`src/rtl/zt_sram_pkg.sv`:
```
package zt_sram_pkg;
  typedef enum logic [1:0] {
    OP_NONE = 2'd0,
    OP_RD   = 2'd1,
    OP_WR   = 2'd2
  } op_e;
endpackage

```
`src/rtl/zt_burst_ctr.sv`:
```
module zt_burst_ctr
  import zt_sram_pkg::*;
#(
  parameter int AW = 6
) (
  input  logic          clk,
  input  logic          rst_n,
  input  logic          en,
  input  logic          adv,
  input  logic          ilv,
  input  logic [AW-1:0] ld_addr,
  input  op_e           ld_kind,
  output logic [AW-1:0] cmd_addr,
  output op_e           cmd_kind
);
  localparam int HW = AW - 2;

  logic [HW-1:0] hi_q, hi_nx;
  logic [1:0]    start_q, start_nx, step_q, step_nx, step_inc, lo_adv;
  op_e           kind_q, kind_nx;

  always_comb begin
    step_inc = step_q + 2'd1;
    lo_adv   = ilv ? (start_q ^ step_inc) : (start_q + step_inc);
    if (adv) begin
      cmd_addr = {hi_q, lo_adv};
      cmd_kind = kind_q;
    end else begin
      cmd_addr = ld_addr;
      cmd_kind = ld_kind;
    end
  end

  always_comb begin
    hi_nx    = hi_q;
    start_nx = start_q;
    step_nx  = step_q;
    kind_nx  = kind_q;
    if (en) begin
      if (adv) begin
        step_nx = step_inc;
      end else begin
        hi_nx    = ld_addr[AW-1:2];
        start_nx = ld_addr[1:0];
        step_nx  = 2'd0;
        kind_nx  = ld_kind;
      end
    end
  end

  always_ff @(posedge clk or negedge rst_n) begin
    if (!rst_n) begin
      hi_q    <= '0;
      start_q <= '0;
      step_q  <= '0;
      kind_q  <= OP_NONE;
    end else begin
      hi_q    <= hi_nx;
      start_q <= start_nx;
      step_q  <= step_nx;
      kind_q  <= kind_nx;
    end
  end
endmodule

```
`src/rtl/zt_store.sv`:
```
module zt_store #(
  parameter int AW    = 6,
  parameter int LANES = 2,
  parameter int LW    = 9
) (
  input  logic                clk,
  input  logic                rst_n,
  input  logic                en,
  input  logic                wr_en,
  input  logic [AW-1:0]       wr_addr,
  input  logic [LANES-1:0]    wr_be_n,
  input  logic [LANES*LW-1:0] wr_data,
  input  logic                rd_en,
  input  logic [AW-1:0]       rd_addr,
  output logic [LANES*LW-1:0] rd_q
);
  localparam int DEPTH = 1 << AW;
  localparam int DW    = LANES * LW;

  logic [DW-1:0] mem [DEPTH];
  logic [DW-1:0] rd_nx;
  logic [DW-1:0] rd_merged;

  // forwarding merge: lanes of the write committing this edge win
  always_comb begin
    rd_merged = mem[rd_addr];
    for (int l = 0; l < LANES; l++) begin
      if (wr_en && (wr_addr == rd_addr) && !wr_be_n[l])
        rd_merged[l*LW +: LW] = wr_data[l*LW +: LW];
    end
    rd_nx = (en && rd_en) ? rd_merged : rd_q;
  end

  always_ff @(posedge clk) begin
    if (en && wr_en) begin
      for (int l = 0; l < LANES; l++) begin
        if (!wr_be_n[l]) mem[wr_addr][l*LW +: LW] <= wr_data[l*LW +: LW];
      end
    end
  end

  always_ff @(posedge clk or negedge rst_n) begin
    if (!rst_n) rd_q <= '0;
    else        rd_q <= rd_nx;
  end

  // a same-address pending write's enabled low lane reaches the read register
  a_r3_forward_lane0: assert property (@(posedge clk) disable iff (!rst_n)
    (en && rd_en && wr_en && (wr_addr == rd_addr) && !wr_be_n[0])
      |=> (rd_q[LW-1:0] == $past(wr_data[LW-1:0])));
endmodule

```
`src/rtl/zt_sram.sv`:
```
module zt_sram
  import zt_sram_pkg::*;
#(
  parameter int AW    = 6,
  parameter int LANES = 2,
  parameter int LW    = 9
) (
  input  logic                clk,
  input  logic                rst_n,
  input  logic                stall,
  input  logic                sel0_n,
  input  logic                sel1,
  input  logic                sel2_n,
  input  logic                adv_step,
  input  logic                rd_wr_n,
  input  logic [LANES-1:0]    lane_we_n,
  input  logic [AW-1:0]       addr,
  input  logic                ilv_order,
  input  logic                oe_n,
  input  logic [LANES*LW-1:0] d_in,
  output logic [LANES*LW-1:0] q_out,
  output logic                q_en
);
  localparam int DW = LANES * LW;

  logic rst_meta, rst_q;
  always_ff @(posedge clk or negedge rst_n) begin
    if (!rst_n) begin
      rst_meta <= 1'b0;
      rst_q    <= 1'b0;
    end else begin
      rst_meta <= 1'b1;
      rst_q    <= rst_meta;
    end
  end

  logic          en;
  logic          selected;
  op_e           ld_kind, cmd_kind;
  logic [AW-1:0] cmd_addr;

  assign en = !stall;

  always_comb begin
    selected = !sel0_n && sel1 && !sel2_n;
    if (!selected)    ld_kind = OP_NONE;
    else if (rd_wr_n) ld_kind = OP_RD;
    else              ld_kind = OP_WR;
  end

  zt_burst_ctr #(.AW(AW)) u_burst (
    .clk      (clk),
    .rst_n    (rst_q),
    .en       (en),
    .adv      (adv_step),
    .ilv      (ilv_order),
    .ld_addr  (addr),
    .ld_kind  (ld_kind),
    .cmd_addr (cmd_addr),
    .cmd_kind (cmd_kind)
  );

  op_e              s1_kind, s1_kind_nx, s2_kind, s2_kind_nx;
  logic [AW-1:0]    s1_addr, s1_addr_nx, s2_addr, s2_addr_nx;
  logic [LANES-1:0] s1_be, s1_be_nx, s2_be, s2_be_nx;
  logic             out_v, out_v_nx;
  logic [DW-1:0]    out_d, out_d_nx, rd_q;

  zt_store #(.AW(AW), .LANES(LANES), .LW(LW)) u_store (
    .clk     (clk),
    .rst_n   (rst_q),
    .en      (en),
    .wr_en   (s2_kind == OP_WR),
    .wr_addr (s2_addr),
    .wr_be_n (s2_be),
    .wr_data (d_in),
    .rd_en   (s1_kind == OP_RD),
    .rd_addr (s1_addr),
    .rd_q    (rd_q)
  );

  always_comb begin
    s1_kind_nx = s1_kind;
    s1_addr_nx = s1_addr;
    s1_be_nx   = s1_be;
    s2_kind_nx = s2_kind;
    s2_addr_nx = s2_addr;
    s2_be_nx   = s2_be;
    out_v_nx   = out_v;
    out_d_nx   = out_d;
    if (en) begin
      s1_kind_nx = cmd_kind;
      s1_addr_nx = cmd_addr;
      s1_be_nx   = lane_we_n;
      s2_kind_nx = s1_kind;
      s2_addr_nx = s1_addr;
      s2_be_nx   = s1_be;
      out_v_nx   = (s2_kind == OP_RD);
      if (s2_kind == OP_RD) out_d_nx = rd_q;
    end
  end

  always_ff @(posedge clk or negedge rst_q) begin
    if (!rst_q) begin
      s1_kind <= OP_NONE;
      s1_addr <= '0;
      s1_be   <= '1;
      s2_kind <= OP_NONE;
      s2_addr <= '0;
      s2_be   <= '1;
      out_v   <= 1'b0;
      out_d   <= '0;
    end else begin
      s1_kind <= s1_kind_nx;
      s1_addr <= s1_addr_nx;
      s1_be   <= s1_be_nx;
      s2_kind <= s2_kind_nx;
      s2_addr <= s2_addr_nx;
      s2_be   <= s2_be_nx;
      out_v   <= out_v_nx;
      out_d   <= out_d_nx;
    end
  end

  assign q_out = out_d;
  assign q_en  = out_v && !oe_n;

  // a read in the last stage drives the bus after the next enabled edge
  a_r1_read_drives: assert property (@(posedge clk) disable iff (!rst_q)
    (en && s2_kind == OP_RD) |=> out_v);

  // anything but a read leaving the pipe releases the bus
  a_r8_idle_releases: assert property (@(posedge clk) disable iff (!rst_q)
    (en && s2_kind != OP_RD) |=> !out_v);

  // a stalled edge changes neither output state nor the first stage
  a_r7_stall_holds: assert property (@(posedge clk) disable iff (!rst_q)
    stall |=> ($stable(out_v) && $stable(out_d) && $stable(s1_addr) && $stable(s1_kind)));

  // an advance repeats the operation type of the previous command
  a_r4_advance_keeps_kind: assert property (@(posedge clk) disable iff (!rst_q)
    (en && adv_step) |=> (s1_kind == $past(s1_kind)));

  // an advance never changes the address bits above the burst field
  a_r6_upper_fixed: assert property (@(posedge clk) disable iff (!rst_q)
    (en && adv_step) |=> (s1_addr[AW-1:2] == $past(s1_addr[AW-1:2])));
endmodule

```
`config.mk`:
```
export PLATFORM = sky130hd
export DESIGN_NAME = zt_sram
export DESIGN_NICKNAME = d
export VERILOG_FILES = /design/src/rtl/zt_sram_pkg.sv /design/src/rtl/zt_burst_ctr.sv /design/src/rtl/zt_store.sv /design/src/rtl/zt_sram.sv
export SDC_FILE = /design/constraint.sdc
export NUM_CORES = 1
export LEC_CHECK = 0
export BUFFER_PORTS_ARGS = -buffer_cell sky130_fd_sc_hd__buf_4
export CAP_MARGIN = 20
export CORE_AREA = 5 5 298 416
export DETAILED_ROUTE_END_ITERATION = 8
export DIE_AREA = 0 0 303 421
export SLEW_MARGIN = 20
export SYNTH_ARGS = -nofsm -noshare
export SYNTH_HDL_FRONTEND = slang
export SYNTH_SLANG_ARGS = --single-unit
```
`constraint.sdc`:
```
create_clock -name clk -period 3.73 [get_ports clk]
set_input_delay 0.746 -clock clk [delete_from_list [all_inputs] [get_ports clk]]
set_output_delay 0.746 -clock clk [all_outputs]
set_load 0.01 [all_outputs]
```
# Word level (Yosys, flattened, before mapping)
# Memories as Yosys holds them, arrays and structs flattened. A register that Yosys moved wholly into a read port is not among the register bits.
# Cells that the tools add are included.
[totals] ff_bits=49 memories=1 input_bits=36 mem_bits_rw=1152 latchBits=0 mem_bits_ro=0 out_inout_bits=19
[memory_table] memory="u_store.mem" depth=64 word_bits=18 read_ports=1 rd_clocked_by_memory_dff=1 write_ports=1 line="zt_store.sv:20" rtl="logic [DW-1:0] mem [DEPTH];"
[classes] order_cmp=0 eq_ne=3 bitwise=3 mux=11 n_reduce_logical=12 div=0 shift=0 mul=0 n_addsub=2
[ops] op="$mux W2" count=4
[ops] op="$mux W1" count=6
[ops] op="$mux W6" count=1
[ops] op="$logic_and A1 B1 Y1" count=5
[ops] op="$logic_not A1 Y1" count=5
[ops] op="$eq A2 B1 Y1 const B" count=2
[ops] op="$reduce_and A2 Y1" count=2
[ops] op="$add A2 B1 Y2 const B" count=1
[ops] op="$add A2 B2 Y2" count=1
[ops] op="$eq A2 B2 Y1 const B" count=1
[ops] op="$not A1 Y1" count=2
[ops] op="$xor A2 B2 Y2" count=1

# Longest topological paths before layout
# Gate-level depths: netlist (run 1).
[depth] depth_word=4 mapped_depth=11

# Modules after synthesis
# Synthesis (run 1) repeated with hierarchy kept, for this count alone.
[unflattened] hier_cells=2420 area_unflattened_um2=47994.8
[by_module_without_submodules] mod="zt_store" area_each_um2=45827.7 n_inst=1 cells_each=2287 seq_area_each_um2=35043.6
[by_module_without_submodules] mod="zt_sram" area_each_um2=1590.3 n_inst=1 cells_each=92 seq_area_each_um2=1031.0
[by_module_without_submodules] mod="zt_burst_ctr" area_each_um2=576.8 n_inst=1 cells_each=41 seq_area_each_um2=250.2

# Least setup slack after synthesis (run 1)
# No wires, ideal clock.
[synth_timing] path_kind="input to register" startpoint="input stall" endpoint="memory u_store.mem[28][0] (netlist name), enable pin" slack_ns=1.089 cell_stages=5 arrival_ns=2.267 cell_sequence="clkbuf_1 > nor4b_1 > clkbuf_1 > nand3_1 > nor2_1"
[synth_via] elab_chain_cells=4
[synth_rtl] item="start, declared" line="zt_sram.sv:10" rtl="input logic stall,"
[synth_rtl] item="$logic_not A1 Y1" line="zt_sram.sv:42" rtl="assign en = !stall;"
[synth_rtl] item="$logic_and A1 B1 Y1" line="zt_store.sv:35" rtl="if (en && wr_en) begin"
[synth_rtl] item="$mux W1" line="zt_store.sv:35"
[synth_rtl] item="$mux W1 (not written as such)" line="zt_store.sv:37" rtl="if (!wr_be_n[l]) mem[wr_addr][l*LW +: LW] <= wr_data[l*LW +: LW];"
[synth_rtl] item="end, declared" line="zt_store.sv:20"
# Every way passes these cells.

==> results of run 1 <==
final cells by class:
cell class              instances  area [sq um]  share of cell area [%]
clock inverters                81          1120                    2.04
well taps                    1596          2000                    3.63
repair buffers                282          2270                    4.13
clock buffers                 124          2830                    5.14
inverters                      15          56.3                   0.102
flip-flops and latches       1219         36300                    65.9
multi-input cells            1023         10500                    19.1
cell families after synthesis:
family,after synthesis
simple gates,357
compound gates,237
mux,418
flops,1219
fa+ha+maj,1
xor+xnor,9
buf+inv,150
other cells,1
per-stage QoR:
stage	hold slack (ps)	total power, W	setup WS, ps	cells
finish	218	0.0319	465	4340
global placement	338	0.0198	390	4132
CTS	220	0.0321	414	4339
global route	248	0.0328	383	4340
floorplan	331	0.0181	1090	2392
detailed placement	336	0.0199	424	4133
power breakdown:
part	switching, W	total [W]	internal [W]
sequential	0.000390	0.0156	0.0152
combinational	0.00230	0.00398	0.00168
clock	0.00504	0.0123	0.00723
worst max-delay path by stage:
| stage | depth (start not counted) | start | slack, ps | end |
|---|---|---|---|---|
| 2_1_floorplan | 5 | stall | 1090 | u_store.mem[28][0]$_DFFE_PP_ |
| 3_3_place_gp | 7 | s1_addr[0]$_DFFE_PN0N_ | 390 | u_store.rd_q[12]$_DFFE_PN0P_ |
| 3_5_place_dp | 7 | s1_addr[0]$_DFFE_PN0N_ | 420 | u_store.rd_q[12]$_DFFE_PN0P_ |
| 4_1_cts | 7 | s1_addr[0]$_DFFE_PN0N_ | 410 | u_store.rd_q[12]$_DFFE_PN0P_ |
| 5_1_grt | 7 | s1_addr[0]$_DFFE_PN0N_ | 380 | u_store.rd_q[12]$_DFFE_PN0P_ |
| 6_report | 7 | s1_addr[0]$_DFFE_PN0N_ | 460 | u_store.rd_q[12]$_DFFE_PN0P_ |
layer usage:
| layer | vias to the layer above | routed length (microns) | global-route usage, % | part of all wire [%] |
|---|---|---|---|---|
| li1 | 10300 | - | - | - |
| met1 | 13000 | 46600 | 23.8 | 37 |
| met2 | 936 | 65500 | 34.2 | 52 |
| met3 | 244 | 6750 | 2.52 | 5.4 |
| met4 | 0 | 6530 | 9.45 | 5.2 |
| met5 | - | 0 | 0 | 0 |
placed cells by master, fill, tap and decap left out, types with 25 or more instances in the layout:
master,count
nand2_1,77
mux4_2,224
nor2_1,160
mux2_2,34
clkbuf_16,109
a22oi_1,57
mux2i_1,160
buf_4,268
bufinv_16,25
o22ai_1,38
edfxtp_1,1152
dfrtp_1,57
flip-flops by register name, indices dropped and copies added (netlist names):
register	flops
out_v	1
s1_be	2
s1_addr	6
rst_q	1
u_store.mem	1152
s2_addr	6
u_burst.kind_q	2
s2_kind	2
u_burst.step_q	2
s2_be	2
u_burst.hi_q	4
q_out	18
u_store.rd_q	18
u_burst.start_q	2
rst_meta	1
repair_timing:
item / 4_1_cts / 5_1_grt
hold buffers: 1 / 0
resized for setup: 0 / 0
endpoints found under the hold margin: 2 / 0
==> results.md, run 1 <==
* Status: completed
* Adder-cell share of the synthesized area at 0.0263%
* Input/output buffers at 54
* Crit. End Element: flop
* Initial drt markers at 2140
* Nets at 2687
* Ports at 55
* Initial antenna violation count at 1
* R2R cell count at 7
* Number of global-route vias before repair at 25200
* CP required at 4330 ps
* Synth Net Count at 2429
* Initial Utilization at 39.8%
* Final period utilization at 87.5%
* Clk pin slew, worst setup/hold paths at 70 ps
* Min Tclk post-route at 3270 ps
* Worst min path class: flop to async pin
* Synth area leaders: edfxtp_1 73%, mux4_2 11%, mux2i_1 3.4%, dfrtp_1 3.3%, nor2_1 1.3%
* Fin. max-slew vios at 0
* Crit-path leading delay family: compound AO/OA/AOI/OAI gates
* Sequential fraction of the synthesis area at 76.3%
* #FFs+latches synth at 1219
* Cell variety after synth at 57
* Max_cap viols at 0
* CTS Root Cell: clkbuf_16
* Synth Area in Compound Gates at 3.60%
* Die H at 421 microns
* Die area at 128000 sq um
* Largest net degree at the start of global routing at 68
* Dpl cell area at 51100 sq um
* Reg2reg setup slack at 460 ps
* Max-slew headroom at 23.3%
* Simple-gate share of the synthesized area at 3.48%
* Post-synthesis cell count at 2392
* Worst-Skew Late Latency at 720 ps
* TritonCTS clock tree: done
* Die W at 303 microns
* Fillers at 10100
* Post-Synth XOR/XNOR Area at 0.166%
* Largest family of logic cells by synthesized area: multiplexers
* GRT Total Usage at 19.5%
* Most common cell in the netlist: edfxtp_1
* Detailed placer's ending HPWL at 83000 microns
* Power Dens Cells at 578 nW/um^2
* Core Util, Final at 46.1%
* Prevailing post-synth register cell: edfxtp_1
* TritonRoute pass-1 iters at 5
* Worst Tran Pin Value at 1150 ps
* Crit path largest cell delay at 940 ps
* Setup Buffers After CTS at 0
* Cell area after synthesis at 47600 sq um
* First-pass GRT wire length at 180000 microns
* Share of cells above drive strength 1 at 26.9%
* Clock sink total at 1219
* CP arrival at 3870 ps
* H-tree depth at 3
* FFs w/ async S/R, synth at 5.50%
* Via count at 24400
* Critical R2R Launch: s1_addr[0]$_DFFE_PN0N_
* Syn-to-layout area delta at 15.8%
* Crit-path cells: buf_12 -> mux4_2 -> mux2i_1 -> nor2_1 -> a2111oi_0 -> a211oi_1 -> a31o_1
* Final setup TNS at 0 ps
* Avg Inst Size Synth at 19.9 sq um
* Mux contribution to synthesized area at 14.8%
* Fin. Hold Viols at 0
* Max VDD drop at 0.000461 V
* Worst Path Max Fanout at 26
* Drt drc at 0
* Mean routed wirelength per cell at 28.9 microns
* Critical path buffers and inverters at 1
* Post-layout instance area at 55100 sq um
* Row cnt at 150
* CTS buffer count at 109
* CP max stage cell: a2111oi_0
* Drt via density at 5.63
* Placeable Area at 119000 sq um
* Routability Congestion at 0.859
* Synth top area share at 72.8%
* Setup violators final at 0
* Post-DRT Antenna Nets at 0
* Critical path class: flop to flop
* Cell taking the most area after synthesis: edfxtp_1
* Setup Skew at 33.2 ps
* CP startpoint kind: flop
* RSZ-0062 raised after global routing: false
* EDFF count, synth at 1152
* Max Fclk at 0.306 GHz
* YS warnings at 0
* GR Overflow Total at 0
* Worst R2R End: u_store.rd_q[12]$_DFFE_PN0P_
* P_leak at 18.0 nW
* Post-synth top cells: 1152 x edfxtp_1, 224 x mux4_2, 162 x nor2_1
* Clk buf depth at 3
* WL final at 125000 microns
* Inserted Diodes at 0
No activity file was read; power rests on OpenSTA's default activity.
==> run 2, diff against run 1 <==
Clock period 3.73 ns to 2.6 ns, I/O delays scaled along.
==> run 2 against run 1 <==
Compared with the run above: the run now ends with negative setup slack left; critical path type unchanged; die area unchanged; register-to-register slack got worse by 480 ps; clock-buffer cell count unchanged; clock power increased by 42%; final cell count increased by 4.2%; power increased by 47%; combinational power increased by 74%; sequential cell count unchanged.
==> results.md, run 2 (synthesis gave the netlist of run 1 again) <==
* Max VDD drop at 0.000592 V (+29%)
* First element of the critical path: s1_addr[0]$_DFFE_PN0N_
* Clk pin slew, worst setup/hold paths at 70 ps (about the same)
* First-pass GRT wire length at 184000 microns (+1.7%)
* Routability Congestion at 0.879 (+2.3%)
* Cell mode on critical path: mux4_2
* Fin. max-slew vios at 0 (unchanged)
* Crit path largest cell delay at 520 ps (-420 ps)
* Most common cell after layout, fill and taps aside: edfxtp_1
* Drt via density at 5.56 (-1.3%)
* FF+latch area at 36300 sq um (unchanged)
* Status: complete, but fails checks
* Dpl cell area at 52400 sq um (+2.6%)
* Crit-path cells: buf_12 -> clkbuf_16 -> mux4_2 -> mux4_2 -> mux2i_1 -> buf_4 -> o22ai_2 -> a221o_1
* CP arrival at 3210 ps (-660 ps)
* Detailed placer's ending HPWL at 86300 microns (+4.0%)
* WL final at 128000 microns (+2.1%)
* Hold_sp: addr[5]
* Die H at 421 microns (unchanged)
* Max_cap viols at 0 (unchanged)
* RSZ-0062 raised after global routing: true
* Nets at 2866 (+6.7%)
* GRT Total Usage at 19.7% (+0.24 points)
* Max-slew headroom at 40.9% (+18 points)
* Post-DRT Antenna Nets at 0 (unchanged)
* P_leak at 19.0 nW (+5.9%)
* Fin cells at 4522 (+4.2%)
* WHS Path Cells at 2
* Violated checks: negative setup slack
* Ports at 55 (unchanged)
* Worst min path class: input pin to flop
* Final setup TNS at -29.8 ps (-29.8 ps)
* Mean routed wirelength per cell at 28.3 microns (-2.0%)
* Syn-to-layout area delta at 20.0%
* Initial antenna violation count at 1 (unchanged)
* Reg with most FFs: u_store.mem
* Critical path buffers and inverters at 3 (+2)
* Power Dens Cells at 818 nW/um^2 (+42%)
* CP required at 3190 ps (-1140 ps)
* Setup Skew at 35.3 ps (+2.07 ps)
* Drt drc at 0 (unchanged)
* CTS Root Cell: clkbuf_16
* TritonCTS clock tree: done
* Largest net degree at the start of global routing at 66 (-2.9%)
* Initial Utilization at 39.8% (unchanged)
* Flip-flop count of the largest register after layout at 1152 (unchanged)
* Setup violators final at 2 (+2)
* Most frequent cells in the layout: 1152 x edfxtp_1, 417 x buf_4, 224 x mux4_2
* Critical Path Stages at 8 (+1)
* Clk buf depth at 3 (unchanged)
* CP max stage cell: mux4_2
* Worst Tran Pin Value at 886 ps (-260 ps)
* Placeable Area at 119000 sq um (unchanged)
* Crit-path leading delay family: multiplexers
* Critical R2R Launch: s1_addr[0]$_DFFE_PN0N_
* Die area at 128000 sq um (unchanged)
* Worst Path Max Fanout at 6 (-77%)
* CTS buffer count at 110 (+0.92%)
* Crit. End Element: flop
* Input/output buffers at 54 (unchanged)
* Max Fclk at 0.382 GHz (+25%)
* Inst Count DP at 4285 (+3.7%)
* Initial drt markers at 2714 (+27%)
* TritonRoute pass-1 iters at 8 (+3)
* Fin. Hold Viols at 0 (unchanged)
* Number of global-route vias before repair at 26400 (+4.9%)
* H-tree depth at 3 (unchanged)
* Critical path class: flop to flop
* GR Overflow Total at 0 (unchanged)
* Worst-Skew Late Latency at 720 ps (about the same)
* Hold WS at 59.2 ps (-159 ps)
* Die W at 303 microns (unchanged)
* Total power at 0.0467 W (+47%)
* Clock sink total at 1219 (unchanged)
* Area of the multi-input gates at 10800 sq um (+3.1%)
* Min Tclk post-route at 2620 ps (-648 ps)
* Share of cells above drive strength 1 at 33.0% (+6.1 points)
* Fillers at 9934 (-1.2%)
* Row cnt at 150 (unchanged)
* R2R cell count at 8 (+1)
* Post-layout instance area at 57100 sq um (+3.6%)
* CP startpoint kind: flop
* Final period utilization at 101% (+13 points)
* Via count at 25100 (+2.8%)
* Fin worst setup slack at -17.0 ps (-482 ps)
run 2: stage by stage:
step	setup WS, ps	util, %
final	-17.0	47.8
after global routing	-73.9	47.8
after CTS	-36.3	47.4
after detailed placement	-534	43.9
after global placement	-480	43.9
after floorplan	185	-
run 2: repair_timing:
action | 4_1_cts | 5_1_grt
gates cloned | 0 | 4
hold endpoints to repair | 2 | 0
pin swaps | 3 | 13
setup buffers | 3 | 20
gates resized for setup | 38 | 46
hold buffers | 1 | 0
endpoints found under the setup margin | 15 | 17
run 2: worst paths after layout:
kind                                                 to  slack (ps)
setup / recovery           u_store.rd_q[13]$_DFFE_PN0P_         -20
hold / removal              u_burst.hi_q[3]$_DFFE_PN0P_          60
setup reg to reg           u_store.rd_q[13]$_DFFE_PN0P_         -20
hold reg to reg                         rst_q$_DFF_PN0_         360
max in group asynchronous          s1_be[1]$_DFFE_PN1N_        1460
min in group asynchronous               rst_q$_DFF_PN0_         150
run 2: layout make-up:
| class | count | area share (%) |
|---|---|---|
| inverters | 15 | 0.0987 |
| clock buffers | 124 | 4.99 |
| clock inverters | 83 | 1.85 |
| well taps | 1596 | 3.50 |
| repair buffers | 460 | 6.96 |
| flip-flops and latches | 1219 | 63.6 |
| multi-input cells | 1023 | 19.0 |
| diodes | 2 | 0.00877 |
run 2: where the power goes:
part | internal, W | switching (W)
registers | 0.0218 | 0.000493
logic | 0.00314 | 0.00377
clock network | 0.0102 | 0.00725
total | 0.0352 | 0.0115
run 2: layer usage:
layer,vias to the layer above,routed length [microns],track usage [%],share of wire (%)
li1,10700,-,-,-
met1,13400,46600,23.4,36
met2,832,68900,35.6,54
met3,256,6270,2.66,4.9
met4,0,6160,8.98,4.8
met5,-,0,0,0
